`src/rtl/lpm_pkg.sv`:
```
package lpm_pkg;

  typedef enum logic [2:0] {
    ST_RUN   = 3'd0,
    ST_IDLE  = 3'd1,
    ST_PDOWN = 3'd2,
    ST_RWIN  = 3'd3,
    ST_RHOLD = 3'd4
  } lpm_state_e;

  localparam logic [1:0] MODE_RUN   = 2'd0;
  localparam logic [1:0] MODE_IDLE  = 2'd1;
  localparam logic [1:0] MODE_PDOWN = 2'd2;
  localparam logic [1:0] MODE_RESET = 2'd3;

endpackage

```
`src/rtl/lpm_rstsync.sv`:
```
module lpm_rstsync #(
  parameter int STAGES = 2
) (
  input  logic clk,
  input  logic rst_n,
  output logic rst_sync_n
);
  logic [STAGES-1:0] sh_q;

  always_ff @(posedge clk or negedge rst_n) begin
    if (!rst_n) sh_q <= '0;
    else        sh_q <= {sh_q[STAGES-2:0], 1'b1};
  end

  assign rst_sync_n = sh_q[STAGES-1];
endmodule

```
`src/rtl/lpm_cnt.sv`:
```
module lpm_cnt #(
  parameter int W    = 6,
  parameter int MAXV = 48
) (
  input  logic         clk,
  input  logic         rst_n,
  input  logic         clr,
  input  logic         inc,
  output logic [W-1:0] cnt
);
  logic [W-1:0] cnt_d;

  always_comb begin
    cnt_d = cnt;
    if (clr)      cnt_d = '0;
    else if (inc) cnt_d = cnt + 1'b1;
  end

  always_ff @(posedge clk or negedge rst_n) begin
    if (!rst_n) cnt <= '0;
    else        cnt <= cnt_d;
  end

  assert_cnt_range_R8: assert property (@(posedge clk) disable iff (!rst_n)
    cnt < W'(MAXV));
endmodule

```
`src/rtl/lpm_reqreg.sv`:
```
module lpm_reqreg (
  input  logic clk,
  input  logic rst_n,
  input  logic set_idle,
  input  logic set_pd,
  input  logic clr_flags,
  output logic idle_flag,
  output logic pd_flag
);
  logic idle_d, pd_d;

  always_comb begin
    idle_d = idle_flag;
    pd_d   = pd_flag;
    if (clr_flags) begin
      idle_d = 1'b0;
      pd_d   = 1'b0;
    end else begin
      if (set_pd)   pd_d   = 1'b1;
      if (set_idle) idle_d = 1'b1;
    end
  end

  always_ff @(posedge clk or negedge rst_n) begin
    if (!rst_n) begin
      idle_flag <= 1'b0;
      pd_flag   <= 1'b0;
    end else begin
      idle_flag <= idle_d;
      pd_flag   <= pd_d;
    end
  end

  assert_set_exclusive_R5: assert property (@(posedge clk) disable iff (!rst_n)
    $onehot0({set_idle, set_pd}));
  assert_flags_exclusive_R5: assert property (@(posedge clk) disable iff (!rst_n)
    $onehot0({idle_flag, pd_flag}));
endmodule

```
`src/rtl/lpm_fsm.sv`:
```
module lpm_fsm
  import lpm_pkg::*;
#(
  parameter int N_IRQ    = 6,
  parameter int CW       = 6,
  parameter int WIN_LEN  = 24,
  parameter int HOLD_LEN = 48
) (
  input  logic             clk,
  input  logic             rst_n,
  input  logic             ctl_we,
  input  logic             ctl_idle,
  input  logic             ctl_pd,
  input  logic [N_IRQ-1:0] irq_pend,
  input  logic             rst_pin,
  input  logic             osc_stable,
  input  logic [CW-1:0]    cnt,
  output lpm_state_e       state,
  output logic             cnt_clr,
  output logic             cnt_inc,
  output logic             set_idle,
  output logic             set_pd,
  output logic             clr_flags
);
  localparam logic [CW-1:0] WIN_LAST  = CW'(WIN_LEN - 1);
  localparam logic [CW-1:0] HOLD_LAST = CW'(HOLD_LEN - 1);

  lpm_state_e state_d;
  logic       irq_any;

  assign irq_any = |irq_pend;

  always_comb begin
    state_d   = state;
    cnt_clr   = 1'b0;
    cnt_inc   = 1'b0;
    set_idle  = 1'b0;
    set_pd    = 1'b0;
    clr_flags = 1'b0;
    unique case (state)
      ST_RUN: begin
        cnt_clr = 1'b1;
        if (rst_pin) begin
          state_d   = ST_RHOLD;
          clr_flags = 1'b1;
        end else if (ctl_we && ctl_pd) begin
          state_d = ST_PDOWN;
          set_pd  = 1'b1;
        end else if (ctl_we && ctl_idle) begin
          state_d  = ST_IDLE;
          set_idle = 1'b1;
        end
      end
      ST_IDLE: begin
        cnt_clr = 1'b1;
        if (rst_pin) begin
          state_d   = ST_RWIN;
          clr_flags = 1'b1;
        end else if (irq_any) begin
          state_d   = ST_RUN;
          clr_flags = 1'b1;
        end
      end
      ST_PDOWN: begin
        cnt_clr = 1'b1;
        if (rst_pin) begin
          state_d   = ST_RHOLD;
          clr_flags = 1'b1;
        end
      end
      ST_RWIN: begin
        if (cnt == WIN_LAST) begin
          state_d = ST_RHOLD;
          cnt_clr = 1'b1;
        end else begin
          cnt_inc = 1'b1;
        end
      end
      ST_RHOLD: begin
        if (rst_pin || !osc_stable) begin
          cnt_clr = 1'b1;
        end else if (cnt == HOLD_LAST) begin
          state_d = ST_RUN;
          cnt_clr = 1'b1;
        end else begin
          cnt_inc = 1'b1;
        end
      end
      default: begin
        state_d = ST_RHOLD;
        cnt_clr = 1'b1;
      end
    endcase
  end

  always_ff @(posedge clk or negedge rst_n) begin
    if (!rst_n) state <= ST_RHOLD;
    else        state <= state_d;
  end

  assert_pd_priority_R5: assert property (@(posedge clk) disable iff (!rst_n)
    (state == ST_RUN && ctl_we && ctl_pd && ctl_idle && !rst_pin) |=> state == ST_PDOWN);
  assert_pd_ignores_irq_R6: assert property (@(posedge clk) disable iff (!rst_n)
    (state == ST_PDOWN && !rst_pin) |=> state == ST_PDOWN);
  assert_idle_irq_exit_R3: assert property (@(posedge clk) disable iff (!rst_n)
    (state == ST_IDLE && !rst_pin && irq_any) |=> state == ST_RUN);
  assert_idle_reset_wins_R11: assert property (@(posedge clk) disable iff (!rst_n)
    (state == ST_IDLE && rst_pin) |=> state == ST_RWIN);
endmodule

```
`src/rtl/lpm_ctrl.sv`:
```
module lpm_ctrl
  import lpm_pkg::*;
#(
  parameter int N_IRQ      = 6,
  parameter int OSC_PER_MC = 12,
  parameter int WIN_MC     = 2,
  parameter int HOLD_CYC   = 48
) (
  input  logic             clk,
  input  logic             rst_n,
  input  logic             ctl_we,
  input  logic             ctl_idle,
  input  logic             ctl_pd,
  input  logic [N_IRQ-1:0] irq_pend,
  input  logic             rst_pin,
  input  logic             osc_stable,
  output logic             cpu_clk_en,
  output logic             per_clk_en,
  output logic             osc_en,
  output logic             core_rst,
  output logic             ram_wr_inh,
  output logic [1:0]       mode_o,
  output logic             idle_flag,
  output logic             pd_flag
);
  localparam int WIN_LEN = OSC_PER_MC * WIN_MC;
  localparam int MAXC    = (WIN_LEN > HOLD_CYC) ? WIN_LEN : HOLD_CYC;
  localparam int CW      = $clog2(MAXC + 1);

  logic          rst_s_n;
  lpm_state_e    state;
  logic [CW-1:0] cnt;
  logic          cnt_clr, cnt_inc, set_idle, set_pd, clr_flags;

  lpm_rstsync #(.STAGES(2)) u_rsync (
    .clk(clk), .rst_n(rst_n), .rst_sync_n(rst_s_n)
  );

  lpm_fsm #(
    .N_IRQ(N_IRQ), .CW(CW), .WIN_LEN(WIN_LEN), .HOLD_LEN(HOLD_CYC)
  ) u_fsm (
    .clk(clk), .rst_n(rst_s_n), .ctl_we(ctl_we), .ctl_idle(ctl_idle),
    .ctl_pd(ctl_pd), .irq_pend(irq_pend), .rst_pin(rst_pin),
    .osc_stable(osc_stable), .cnt(cnt), .state(state), .cnt_clr(cnt_clr),
    .cnt_inc(cnt_inc), .set_idle(set_idle), .set_pd(set_pd),
    .clr_flags(clr_flags)
  );

  lpm_cnt #(.W(CW), .MAXV(MAXC)) u_cnt (
    .clk(clk), .rst_n(rst_s_n), .clr(cnt_clr), .inc(cnt_inc), .cnt(cnt)
  );

  lpm_reqreg u_req (
    .clk(clk), .rst_n(rst_s_n), .set_idle(set_idle), .set_pd(set_pd),
    .clr_flags(clr_flags), .idle_flag(idle_flag), .pd_flag(pd_flag)
  );

  always_comb begin
    cpu_clk_en = 1'b1;
    per_clk_en = 1'b1;
    osc_en     = 1'b1;
    core_rst   = 1'b0;
    ram_wr_inh = 1'b0;
    mode_o     = MODE_RUN;
    unique case (state)
      ST_IDLE: begin
        cpu_clk_en = 1'b0;
        mode_o     = MODE_IDLE;
      end
      ST_PDOWN: begin
        cpu_clk_en = 1'b0;
        per_clk_en = 1'b0;
        osc_en     = 1'b0;
        mode_o     = MODE_PDOWN;
      end
      ST_RWIN: begin
        ram_wr_inh = 1'b1;
        mode_o     = MODE_RESET;
      end
      ST_RHOLD: begin
        core_rst   = 1'b1;
        ram_wr_inh = 1'b1;
        mode_o     = MODE_RESET;
      end
      default: ;
    endcase
  end

  assert_osc_off_gates_off_R4: assert property (@(posedge clk) disable iff (!rst_s_n)
    !osc_en |-> (!cpu_clk_en && !per_clk_en));
  assert_release_needs_stable_R8: assert property (@(posedge clk) disable iff (!rst_s_n)
    $fell(core_rst) |-> ($past(osc_stable) && !$past(rst_pin)));
  assert_reset_inhibits_ram_R9: assert property (@(posedge clk) disable iff (!rst_s_n)
    core_rst |-> ram_wr_inh);
  assert_idle_flag_mode_R2: assert property (@(posedge clk) disable iff (!rst_s_n)
    $rose(idle_flag) |-> (mode_o == MODE_IDLE && !cpu_clk_en && per_clk_en));
endmodule

```
`config.mk`:
```
export PLATFORM = sky130hd
export DESIGN_NAME = lpm_ctrl
export DESIGN_NICKNAME = d
export VERILOG_FILES = /design/src/rtl/lpm_pkg.sv /design/src/rtl/lpm_rstsync.sv /design/src/rtl/lpm_cnt.sv /design/src/rtl/lpm_reqreg.sv /design/src/rtl/lpm_fsm.sv /design/src/rtl/lpm_ctrl.sv
export SDC_FILE = /design/constraint.sdc
export NUM_CORES = 1
export LEC_CHECK = 0
export BUFFER_PORTS_ARGS = -buffer_cell sky130_fd_sc_hd__clkbuf_2
export CAP_MARGIN = 15
export CORE_MARGIN = 5
export CORE_UTILIZATION = 25
export DETAILED_ROUTE_END_ITERATION = 10
export MAX_ROUTING_LAYER = met4
export PLACE_DENSITY = 0.51
export RECOVER_POWER = 100
export SETUP_SLACK_MARGIN = 0.2
export SYNTH_ARGS = -nofsm -noshare
export SYNTH_HDL_FRONTEND = slang
export SYNTH_HIERARCHICAL = 1
export SYNTH_SLANG_ARGS = --single-unit
```
`constraint.sdc`:
```
create_clock -name clk -period 1.25 [get_ports clk]
set_clock_uncertainty 0.1 [all_clocks]
set_input_delay 0.1875 -clock clk [delete_from_list [all_inputs] [get_ports clk]]
set_output_delay 0.1875 -clock clk [all_outputs]
set_load 0.02 [all_outputs]
```
==> results.md <==
* Row cnt at 20
* Clock Tree Root: clkbuf_4
* Synth warnings at 6
* Clk_lat worst skew at 0.28 ns
* Reg-to-reg startpoint: u_fsm/state[2]
* Total power at 1.775 mW
* CTS tree: built
* Post-synthesis cell type count at 36
* Post-Route Utilization at 52.30%
* Die height at 66.46 µm
* Placement Setup Slack at -0.4707 ns
* Crit-path max FO at 4
* TNS Setup at -8.123 ns
* Routed vias at 942
* First-pass DRT Iterations at 4
* Startpoint types: flip-flop
* Synth async-reset ratio at 100.0%
* Final setup viols at 18
* Die area at 0.004417 mm²
* Share of cells above drive strength 1 at 70.89%
* Vias in the first global route at 917
* Cell Pwr Density at 1112 mW/mm²
* Commonest non-fill, non-tap cells in the layout: buf_4, buf_6, clkbuf_2
* Tmin final at 1.817 ns
* Most common cell after layout, fill and taps aside: buf_4
* MaxCap Viol Count at 0
* Filler Cells Inserted at 286
* Inst Count DP at 172
* Post-Synthesis Cells at 88
* Clk pin slew, worst setup/hold paths at 0.09 ns
* Wire length per cell at 13.41 µm
* Area growth from synthesis to layout at 100.3%
* 1st-iter DRT viols at 38
* Mapped cell area at 797.0 µm²
* Post-Route WL at 2.709 mm
* Failing checks: negative setup slack
* Top delay family on crit path: simple AND/OR/NAND/NOR gates
* First-pass GRT wire length at 3.933 mm
* I/O Buffers at 21
* Detailed placement HPWL at 1.591 mm
* Vias per Instance at 4.663
* Starting density of the core at 26.11%
* Largest net degree at the start of global routing at 12
* Crit end category: flip-flop
* EDFF count, synth at 0
* Worst path bufs/invs at 2
* Final WS setup at -0.5673 ns
* Reg2reg path depth at 8
* Slowest stage delay, CP at 0.40 ns
* Leakage at 0.7141 nW
* Worst hold slack at 0.08160 ns
* Clock sink count at 13
* Crit path launch: u_fsm/state[2]
* R2R Setup Slk at -0.57 ns
* Antenna diodes at 0
* Die X at 66.46 µm
* Worst-path cell chain: buf_4 > nor2b_2 > o311a_4 > a21oi_4 > inv_2 > nand4_4 > or3_1 > a21oi_2
* Worst EP arrival at 1.94 ns
* F_max at 550.3 MHz
* Final worst path period share at 145.4%
* CTS H-tree depth at 1
* Number of remaining DRC errors at 0
* Clock buffer depth at 2
* Fin nets at 173
* Non-Filler Instances at 202
* Initial antenna violation count at 0
* Core area at 0.003053 mm²
* Worst IR Drop VDD at 834.4 µV
* Mapped Avg Cell Area at 9.057 µm²
* DP Area at 0.001160 mm²
* Outcome: finished with violations
* Hold Crit Class: flip-flop to async pin
* Design area at 0.001597 mm²
* Num CTS Buffers at 3
* Total track usage at 11.87%
* Synth Net Count at 102
* Slew Viols, Final at 0
* RSZ-0062 raised after global routing: true
* Seq/Total Area, Yosys at 40.97%
* CP Class: flip-flop to flip-flop
* Reg-to-reg endpoint: u_cnt/cnt[5]
* Synth Flop Type: dfrtp_1
* Yosys reg bits at 13
* Hold Vio Cnt, Final at 0
* Worst EP required at 1.37 ns
* Placer Congestion at 0.7993
* Routed Antenna Nets at 0
* I/O pin count at 22
* Critical path's slowest cell: dfstp_2
* Grt ovf at 0
## sequential cells by signal, indices dropped and copies added (netlist names)
signal	flops
u_req/pd_flag	1
u_cnt/cnt	6
u_fsm/state	3
u_req/idle_flag	1
u_rsync/sh_q	2
## layout make-up
type	count	area (µm²)	share of cell area (%)
Tap cell	44	55.05	3.448
Clock buffer	3	22.52	1.411
Timing Repair Buffer	68	556.8	34.87
Clock inverter	1	5.005	0.3135
Sequential cell	13	331.6	20.77
Multi-Input combinational cell	69	608.1	38.09
Inverter	4	17.52	1.097
## repair_timing
item,in CTS,in global routing
gates resized for setup,39,26
hold endpoints to repair,2,0
pin swaps,20,13
hold buffers,1,0
setup buffers,15,10
endpoints found under the setup margin,20,20
## cell usage after synthesis (2+ instances only)
master	count	area share, %
inv_1	4	1.9
or3_1	4	3.1
a211oi_1	2	1.9
o21ba_1	2	2.5
o21ai_0	4	2.5
a21oi_2	2	2.2
xor2_1	4	4.4
a31oi_1	2	1.6
dfrtp_1	12	38
nor2_1	13	6.1
nand2b_1	2	1.6
a21oi_1	6	3.8
nand2_1	8	3.8
## cells by family (layout without fill, tap and decap cells)
group | Yosys count | after routing | share of synthesized area [%]
AOI/OAI and AO/OA | 22 | 22 | 18.68
xor gates and xnor gates | 5 | 5 | 5.494
adders and majority gates | 1 | 1 | 1.570
buffers and inverters | 6 | 76 | 4.238
DFF | 13 | 13 | 40.97
muxes | 1 | 1 | 1.256
other | 1 | 1 | 0.4705
and+or+nand+nor | 39 | 39 | 27.32
## worst max path at each step
stage / to / slack [ns] / cells past startpoint
floorplan: u_cnt/cnt[5] / -0.51 / 9
global placement: u_cnt/cnt[5] / -0.42 / 7
detailed placement: u_cnt/cnt[5] / -0.47 / 7
CTS: mode_o[0] / -0.59 / 3
global route: u_cnt/cnt[5] / -0.61 / 8
finish: u_cnt/cnt[5] / -0.57 / 8
## report_power, final
part	total (mW)	leakage [nW]	internal, mW	switching [mW]
combinational	1.03	0.531	0.537	0.496
sequential	0.481	0.165	0.450	0.0311
clock	0.260	0.0177	0.119	0.141
total	1.77	0.714	1.11	0.669
## routing by layer
metal	part of all wire, %	GRT usage (%)	vias up
li1	-	-	451
met1	40	13.52	457
met2	54	20.07	30
met3	4.6	3.710	4
met4	1.4	3.299	0
met5	0	-	-
## worst reg2reg max path: stages, from the launching register on
cell	delay (ns)
dfstp_2	0.40
buf_4	0.14
nor2b_2	0.15
o311a_4	0.23
a21oi_4	0.04
inv_2	0.09
nand4_4	0.08
or3_1	0.40
a21oi_2	0.13
Note: power is estimated with default switching activity, not from simulation.
